## src/rtl/clkpre_pkg.sv

```systemverilog
// Package: constants shared by the protected prescaler blocks.
// Assumes an 8-bit I/O data path and a 4-bit select field in its low bits.
package clkpre_pkg;
    localparam int DATA_W     = 8;
    localparam int SEL_W      = 4;
    localparam int MAX_CODE   = 8;                 // highest valid select code (divide by 256)
    localparam int DIV_CNT_W  = MAX_CODE;          // counter wide enough for 2^MAX_CODE - 1
    localparam logic [SEL_W-1:0] RESET_CODE = 4'd3; // divide by 8 after reset
endpackage

```

## src/rtl/unlock_guard.sv

```systemverilog
// Module: unlock_guard
// Opens a write window of WINDOW master cycles when the signature byte is
// written to the protection address. A wrong byte closes the window, and so
// does a write to the prescaler that consumes it.
// Assumes at most one bus write per cycle.
module unlock_guard #(
    parameter int          WINDOW    = 4,
    parameter logic [7:0]  SIGNATURE = 8'hD8
) (
    input  logic       clk,
    input  logic       rst_n,
    input  logic       prot_wr,
    input  logic [7:0] wdata,
    input  logic       consume,
    output logic       win_open
);
    localparam int CNT_W = $clog2(WINDOW + 1);
    localparam logic [CNT_W-1:0] WIN_LOAD = CNT_W'(WINDOW);

    logic [CNT_W-1:0] win_cnt;
    logic             sig_ok;

    assign sig_ok   = (wdata == SIGNATURE);
    assign win_open = (win_cnt != '0);

    // Purpose: load, clear or count down the remaining window cycles.
    always_ff @(posedge clk) begin
        if (!rst_n) begin
            win_cnt <= '0;
        end else if (prot_wr) begin
            win_cnt <= sig_ok ? WIN_LOAD : '0;
        end else if (consume) begin
            win_cnt <= '0;
        end else if (win_cnt != '0) begin
            win_cnt <= win_cnt - 1'b1;
        end
    end


    win_bound_chk: assert property (@(posedge clk) disable iff (!rst_n)
        win_cnt <= WIN_LOAD);

    win_open_src_chk: assert property (@(posedge clk) disable iff (!rst_n)
        $rose(win_open) |-> $past(prot_wr && sig_ok));

    bad_sig_close_chk: assert property (@(posedge clk) disable iff (!rst_n)
        (prot_wr && !sig_ok) |=> !win_open);

    consume_close_chk: assert property (@(posedge clk) disable iff (!rst_n)
        (consume && !prot_wr) |=> !win_open);
endmodule

```

## src/rtl/presc_sel_reg.sv

```systemverilog
// Module: presc_sel_reg
// Holds the 4-bit select field and the last valid code that the divider uses.
// Writes land only while the unlock window is open. Reserved codes are stored
// for readback but never forwarded to the divider.
module presc_sel_reg
    import clkpre_pkg::*;
(
    input  logic             clk,
    input  logic             rst_n,
    input  logic             sel_wr,
    input  logic [SEL_W-1:0] wdata,
    input  logic             win_open,
    output logic             accepted,
    output logic [SEL_W-1:0] sel_q,
    output logic [SEL_W-1:0] valid_q
);
    logic code_valid;

    assign accepted   = sel_wr && win_open;
    assign code_valid = (wdata <= SEL_W'(MAX_CODE));

    // Purpose: capture an unlocked write; update the valid factor only for legal codes.
    always_ff @(posedge clk) begin
        if (!rst_n) begin
            sel_q   <= RESET_CODE;
            valid_q <= RESET_CODE;
        end else if (accepted) begin
            sel_q <= wdata;
            if (code_valid) begin
                valid_q <= wdata;
            end
        end
    end


    sel_guarded_chk: assert property (@(posedge clk) disable iff (!rst_n)
        !$stable(sel_q) |-> $past(sel_wr && win_open));

    valid_range_chk: assert property (@(posedge clk) disable iff (!rst_n)
        valid_q <= SEL_W'(MAX_CODE));

    reserved_keep_chk: assert property (@(posedge clk) disable iff (!rst_n)
        (sel_wr && win_open && (wdata > SEL_W'(MAX_CODE))) |=> $stable(valid_q));
endmodule

```

## src/rtl/pow2_divider.sv

```systemverilog
// Module: pow2_divider
// Free-running counter that emits a one-cycle enable every 2^k cycles.
// The requested code k is sampled only at the wrap, so every interval is a
// whole old period or a whole new period. Assumes code_req <= MAX_CODE.
module pow2_divider
    import clkpre_pkg::*;
(
    input  logic             clk,
    input  logic             rst_n,
    input  logic [SEL_W-1:0] code_req,
    output logic             tick
);
    logic [DIV_CNT_W-1:0] cnt_q;
    logic [SEL_W-1:0]     active_q;
    logic [DIV_CNT_W-1:0] lim;

    // Purpose: terminal count for the active factor, 2^k - 1.
    always_comb begin
        lim = ~({DIV_CNT_W{1'b1}} << active_q);
    end

    assign tick = (cnt_q == lim);

    // Purpose: count up, wrap at the limit and adopt the requested factor on wrap.
    always_ff @(posedge clk) begin
        if (!rst_n) begin
            cnt_q    <= '0;
            active_q <= RESET_CODE;
        end else if (tick) begin
            cnt_q    <= '0;
            active_q <= code_req;
        end else begin
            cnt_q <= cnt_q + 1'b1;
        end
    end


    cnt_in_period_chk: assert property (@(posedge clk) disable iff (!rst_n)
        cnt_q <= lim);

    switch_at_wrap_chk: assert property (@(posedge clk) disable iff (!rst_n)
        !$stable(active_q) |-> $past(tick));

    pulse_width_chk: assert property (@(posedge clk) disable iff (!rst_n)
        (tick && (code_req != '0)) |=> !tick);

    active_legal_chk: assert property (@(posedge clk) disable iff (!rst_n)
        active_q <= SEL_W'(MAX_CODE));
endmodule

```

## src/rtl/prot_clk_prescaler.sv

```systemverilog
// Module: prot_clk_prescaler (top)
// Bus-mapped prescaler register with change protection. The top decodes the
// two addresses, builds read data and drives the clock-enable output.
// Assumes the bus presents one access per cycle and reads are combinational.
module prot_clk_prescaler
    import clkpre_pkg::*;
#(
    parameter int                ADDR_W     = 6,
    parameter logic [ADDR_W-1:0] PRESC_ADDR = 6'h36,
    parameter logic [ADDR_W-1:0] PROT_ADDR  = 6'h3C,
    parameter logic [7:0]        SIGNATURE  = 8'hD8,
    parameter int                WINDOW     = 4
) (
    input  logic              clk,
    input  logic              rst_n,
    input  logic [ADDR_W-1:0] bus_addr,
    input  logic [7:0]        bus_wdata,
    input  logic              bus_wr,
    output logic [7:0]        bus_rdata,
    output logic              clk_en
);
    localparam int PAD_W = DATA_W - SEL_W;

    logic             prot_wr;
    logic             sel_wr;
    logic             win_open;
    logic             accepted;
    logic [SEL_W-1:0] sel_q;
    logic [SEL_W-1:0] valid_q;

    assign prot_wr = bus_wr && (bus_addr == PROT_ADDR);
    assign sel_wr  = bus_wr && (bus_addr == PRESC_ADDR);

    unlock_guard #(
        .WINDOW    (WINDOW),
        .SIGNATURE (SIGNATURE)
    ) guard_i (
        .clk      (clk),
        .rst_n    (rst_n),
        .prot_wr  (prot_wr),
        .wdata    (bus_wdata),
        .consume  (accepted),
        .win_open (win_open)
    );

    presc_sel_reg sel_i (
        .clk      (clk),
        .rst_n    (rst_n),
        .sel_wr   (sel_wr),
        .wdata    (bus_wdata[SEL_W-1:0]),
        .win_open (win_open),
        .accepted (accepted),
        .sel_q    (sel_q),
        .valid_q  (valid_q)
    );

    pow2_divider div_i (
        .clk      (clk),
        .rst_n    (rst_n),
        .code_req (valid_q),
        .tick     (clk_en)
    );

    // Purpose: read mux; upper field bits and unmapped addresses read as zero.
    always_comb begin
        bus_rdata = '0;
        if (bus_addr == PRESC_ADDR) begin
            bus_rdata = {{PAD_W{1'b0}}, sel_q};
        end
    end


    rd_upper_zero_chk: assert property (@(posedge clk) disable iff (!rst_n)
        bus_rdata[7:SEL_W] == '0);
endmodule

```

## config.mk

```make
export PLATFORM = sky130hd
export DESIGN_NAME = prot_clk_prescaler
export DESIGN_NICKNAME = d
export VERILOG_FILES = /design/src/rtl/clkpre_pkg.sv /design/src/rtl/unlock_guard.sv /design/src/rtl/presc_sel_reg.sv /design/src/rtl/pow2_divider.sv /design/src/rtl/prot_clk_prescaler.sv
export SDC_FILE = /design/constraint.sdc
export NUM_CORES = 1
export LEC_CHECK = 0
export BUFFER_PORTS_ARGS = -buffer_cell sky130_fd_sc_hd__buf_4
export CORE_UTILIZATION = 45
export CTS_BUF_LIST = sky130_fd_sc_hd__clkbuf_4
export DETAILED_ROUTE_END_ITERATION = 8
export PLACE_DENSITY_LB_ADDON = 0.2
export SETUP_SLACK_MARGIN = 0.02
export SKIP_CTS_REPAIR_TIMING = 1
export SYNTH_ARGS = -nofsm -noshare
export SYNTH_HDL_FRONTEND = slang
export SYNTH_SLANG_ARGS = --single-unit
```

## constraint.sdc

```tcl
create_clock -name clk -period 3.1 [get_ports clk]
set_input_delay 0.62 -clock clk [delete_from_list [all_inputs] [get_ports clk]]
set_output_delay 0.62 -clock clk [all_outputs]
set_load 0.01 [all_outputs]
```

Word level (Yosys, flattened, before mapping)
Cells that the tools add are included.

Multiplexer cells: 5. Equal/unequal tests: 4. Shift-type cells: 1. Bitwise operators: 2. Add/sub/neg operators: 2. $lt $le $gt $ge: 1. Reductions and logical operators: 7.

Operators with widths (number): $eq A6 B6 Y1 const B (2); $mux W3 (4); $add A8 B1 Y8 const B (1); $eq A8 B8 Y1 (1); $eq A8 B8 Y1 const B (1); $not A8 Y8 (1); $shl A8 B4 Y8 const A (1); $reduce_bool A3 Y1 (2); $le A4 B4 Y1 const B (1); $mux W4 (1); $logic_and A1 B1 Y1 (3); $sub A3 B1 Y3 const B (1); $reduce_and A2 Y1 (1); $reduce_or A2 Y1 (1); $not A1 Y1 (1).

Register bits after elaboration: 23. Input bits: 17. Logic and storage cells: 27. Output and inout port bits: 9.

Longest topological paths before layout
Word-level depth: 5. Gate-level depth with buffers: 9. Depth with buffers taken out: 7.

Hierarchy
From an unflattened synthesis, not the netlist that was laid out.

Cell total of the unflattened synthesis: 158. Area, all modules: 1377.6 µm².

Modules (own cells, without submodules): pow2_divider (area an instance 760.7 µm², times used 1, seq. area each 240.2 µm², cells an instance 84); presc_sel_reg (area an instance 314.1 µm², times used 1, seq. area each 160.2 µm², cells an instance 36); unlock_guard (area an instance 187.7 µm², times used 1, seq. area each 60.1 µm², cells an instance 20); prot_clk_prescaler (area an instance 115.1 µm², times used 1, seq. area each 0.0 µm², cells an instance 18).

Least setup slack after synthesis
Ideal clock, no wire load.

Kind: register to output. Start: reg div_i.active_q[0]. End: out clk_en. Cell stages (with the launch flop): 7. Path buffers: 2. Slack: 1.132 ns. Arrival time: 1.348 ns. Required time: 2.480 ns. Path through: dfxtp_1 or2_1 a221oi_2 nand4b_1 and4b_1 buf_6 buf_12.

Longest elaborated chain between the ends: 3.

RTL lines: from (decl) (line pow2_divider.sv:14) `logic [SEL_W-1:0] active_q;`; from (signal assigned) (line pow2_divider.sv:31) `active_q <= code_req;`; $shl A8 B4 Y8 (line pow2_divider.sv:19) `lim = ~({DIV_CNT_W{1'b1}} << active_q);`; $not A8 Y8 (line pow2_divider.sv:19); $eq A8 B8 Y1 (line pow2_divider.sv:22) `assign tick = (cnt_q == lim);`; to (decl) (line prot_clk_prescaler.sv:20) `output logic clk_en`.

No other way between the ends.

Worst setup path in the final report
Start: reg div_i.active_q[3]. End: out clk_en.

The elaborated chain is that of the path after synthesis.

==> summary.txt <==
Run status
  – Status: completed

Route
  – Vias: 1063
  – Drt pass-1 iters: 4
  – Initial DRC Count: 32
  – Via density: 5.289
  – Final ANT Viol Nets: 0
  – Post-route DRC: 0
  – Final wirelength: between 2 and 2.5 mm
  – Wire length per cell: 12.30 um

Critical path
  – CP max FO: 13
  – CP required: 2480 ps
  – Worst Path Arrival: 2020 ps
  – CP Launch Type: register
  – Worst setup path class: register to output pin
  – Setup crit end kind: output pin

Power
  – PD cells: 427.4 mW/mm^2
  – Switching Share: 0.2885
  – Sequential Power Share: 0.526
  – Pleak: roughly 0.6 nW
  – Logic pwr share: 0.256
  – Worst VDD drop: 0.3027 mV
  – Switch Pwr: 0.1824 mW
  – Tot Pwr: about 0.63 mW
  – Internal power: between 0.4 and 0.5 mW
  – Clock power frac: 0.218

Synth
  – Main synth FF type: dfxtp_1
  – Post-synth EDFFs: 0
  – Syn Area/Cell: 8.669 um^2
  – Synth Register Bits: 23
  – Top cells by area, synth: dfxtp_1 (34%), mux2i_1 (6.7%), nor3b_1 (5.1%)
  – Cell variety after synth: 40
  – Syn. warnings: 0
  – Cell Area, Synth: 0.001335 mm^2
  – Post-synthesis sequential area ratio: 0.3449
  – Asr flop ratio synth: 0
  – Post-Synthesis Cells: 154
  – Leading area contributor after synthesis: dfxtp_1
  – Top-area cell type share of the netlist area: 0.3449

Floorplan
  – Chip width: 56.47 um
  – I/O pins: 26
  – Starting Density: 0.4800
  – Full die area: roughly 0.0032 mm^2
  – Core Area: 0.002781 mm^2
  – Core Rows: 19
  – Die Ht: 56.47 um

Timing
  – Hold Violations, Final: 0
  – Count of final max-slew check failures: 0
  – Fin crit period: 2642 ps
  – FMAX: approximately 0.38 GHz
  – Crit share post-route: 0.8522
  – Final setup violation count: 0
  – RSZ-0062 raised after global routing: false
  – Setup TNS: 0 ps
  – Skew final: slightly below 9 ps
  – Min Hold Slack: roughly 490 ps
  – Final WS setup: 458.2 ps

Clock tree
  – Sink Count: 23
  – Clock latency on the worst-skew pair: 310 ps
  – Total CTS buffers: 3
  – TritonCTS clock tree: done
  – H-tree levels: 1
  – Worst-path clk slew: 120 ps
  – CTS root buffer: clkbuf_4
  – CTS max path bufs: 2

Global routing
  – Global-route wire length before repair: 4.298 mm
  – Initial antenna violation count: 0
  – GRT Overall Usage: 0.1668
  – Gr ovfl total: 0
  – Number of global-route vias before repair: 1000
  – Largest net degree at the start of global routing: 27

Hold path
  – Hold Path Class: register to register

Finish
  – Fill cells: 277
  – Fraction of layout cells with a size suffix above 1: 0.1765
  – Final Util: 0.5317
  – Area growth syn-to-layout: 10.78%
  – Fin nets: roughly 190
  – ANT cells: 0
  – Post-route design area: 0.001479 mm^2
  – Final Non-Filler Cells: 201
  – Most frequent cells in the layout: dfxtp_1 (23), buf_4 (23), nand2_1 (17), nor2b_1 (10)

Place
  – Pre-CTS setup slack: about 800 ps
  – I/O Buffers: 21
  – Post-DP HPWL: 1.844 mm
  – Placed Area: 0.001451 mm^2
  – Placed Cells: 197
  – Final GP Congestion: 0.7750

Job
  – Max-cap viol count: 0
[synthesized netlist by cell type (2+ instances only)]
cell type  number
a211oi_1        2
a21boi_0        2
a21oi_1         5
a31oi_1         2
and2_1          4
and2b_2         2
and3_1          3
and4b_1         2
buf_2           3
buf_4           5
buf_6           2
clkbuf_1        3
dfxtp_1        23
ha_1            3
inv_1           3
mux2i_1         9
nand2_1        17
nand2b_1        3
nand3_1         2
nor2_1          8
nor2b_1        10
nor3_1          2
nor3b_1         9
nor4_1          3
o211ai_1        2
o21ai_0         6
xnor2_1         4
xor2_1          3
[cell type report]
cell class                 instances  area [um^2]  area share
sequential                        23        460.4      0.3113
tap                               31        38.79     0.02623
clock buffer                       3        22.52     0.01523
timing repair buffer              23        172.7      0.1168
clock inverter                     1        5.005    0.003384
multi-input combinational        117        768.2      0.5195
inverter                           3        11.26    0.007614
[sequential cells by signal (all words and copies together) (netlist names)]
register and flops:
guard_i.win_cnt 3, sel_i.valid_q 4, sel_i.sel_q 4, div_i.active_q 4, div_i.cnt_q 8
[cell families after synthesis]
group | share of synthesized area
compound gates | 0.1209
fa+ha+maj | 0.02812
other cells | 0.002809
buf+inv | 0.08810
flops | 0.3449
simple gates | 0.3018
mux | 0.06748
xor+xnor | 0.04592
[critical path, cell delays in order (launching register included)]
cell and delay [ps]:
dfxtp_1 560, nor2_1 140, a221oi_2 290, nand4b_1 120
and4b_1 250, buf_4 200, buf_4 150
[power by group through the flow]
stage	Sequential [mW]	Combinational [mW]	Clock, mW
final	0.333	0.162	0.138
after detailed placement	0.340	0.164	0
after floorplan	0.336	0.127	0
after global routing	0.336	0.185	0.154
after CTS	0.333	0.165	0.145
after global placement	0.339	0.155	0
[path summary, 6_finish.rpt]
kind / start / to / slack (ps) / depth (start not counted)
setup reg to reg: guard_i.win_cnt[0] / sel_i.valid_q[0] / 1250 / 8
setup / recovery: div_i.active_q[3] / clk_en / 460 / 6
hold / removal: sel_i.sel_q[0] / sel_i.sel_q[0] / 490 / 2
hold reg to reg: sel_i.sel_q[0] / sel_i.sel_q[0] / 490 / 2
[routing by layer]
metal | up-vias | global-route usage | routed length [um] | part of all wire
met2 | 18 | 0.2807 | 1162 | 0.47
met1 | 487 | 0.2213 | 1218 | 0.49
met5 | - | 0 | 0 | 0
li1 | 556 | - | - | -
met3 | 2 | 0.03456 | 76 | 0.031
met4 | 0 | 0.03136 | 16 | 0.0065
No activity file was read; power rests on OpenSTA's default activity.
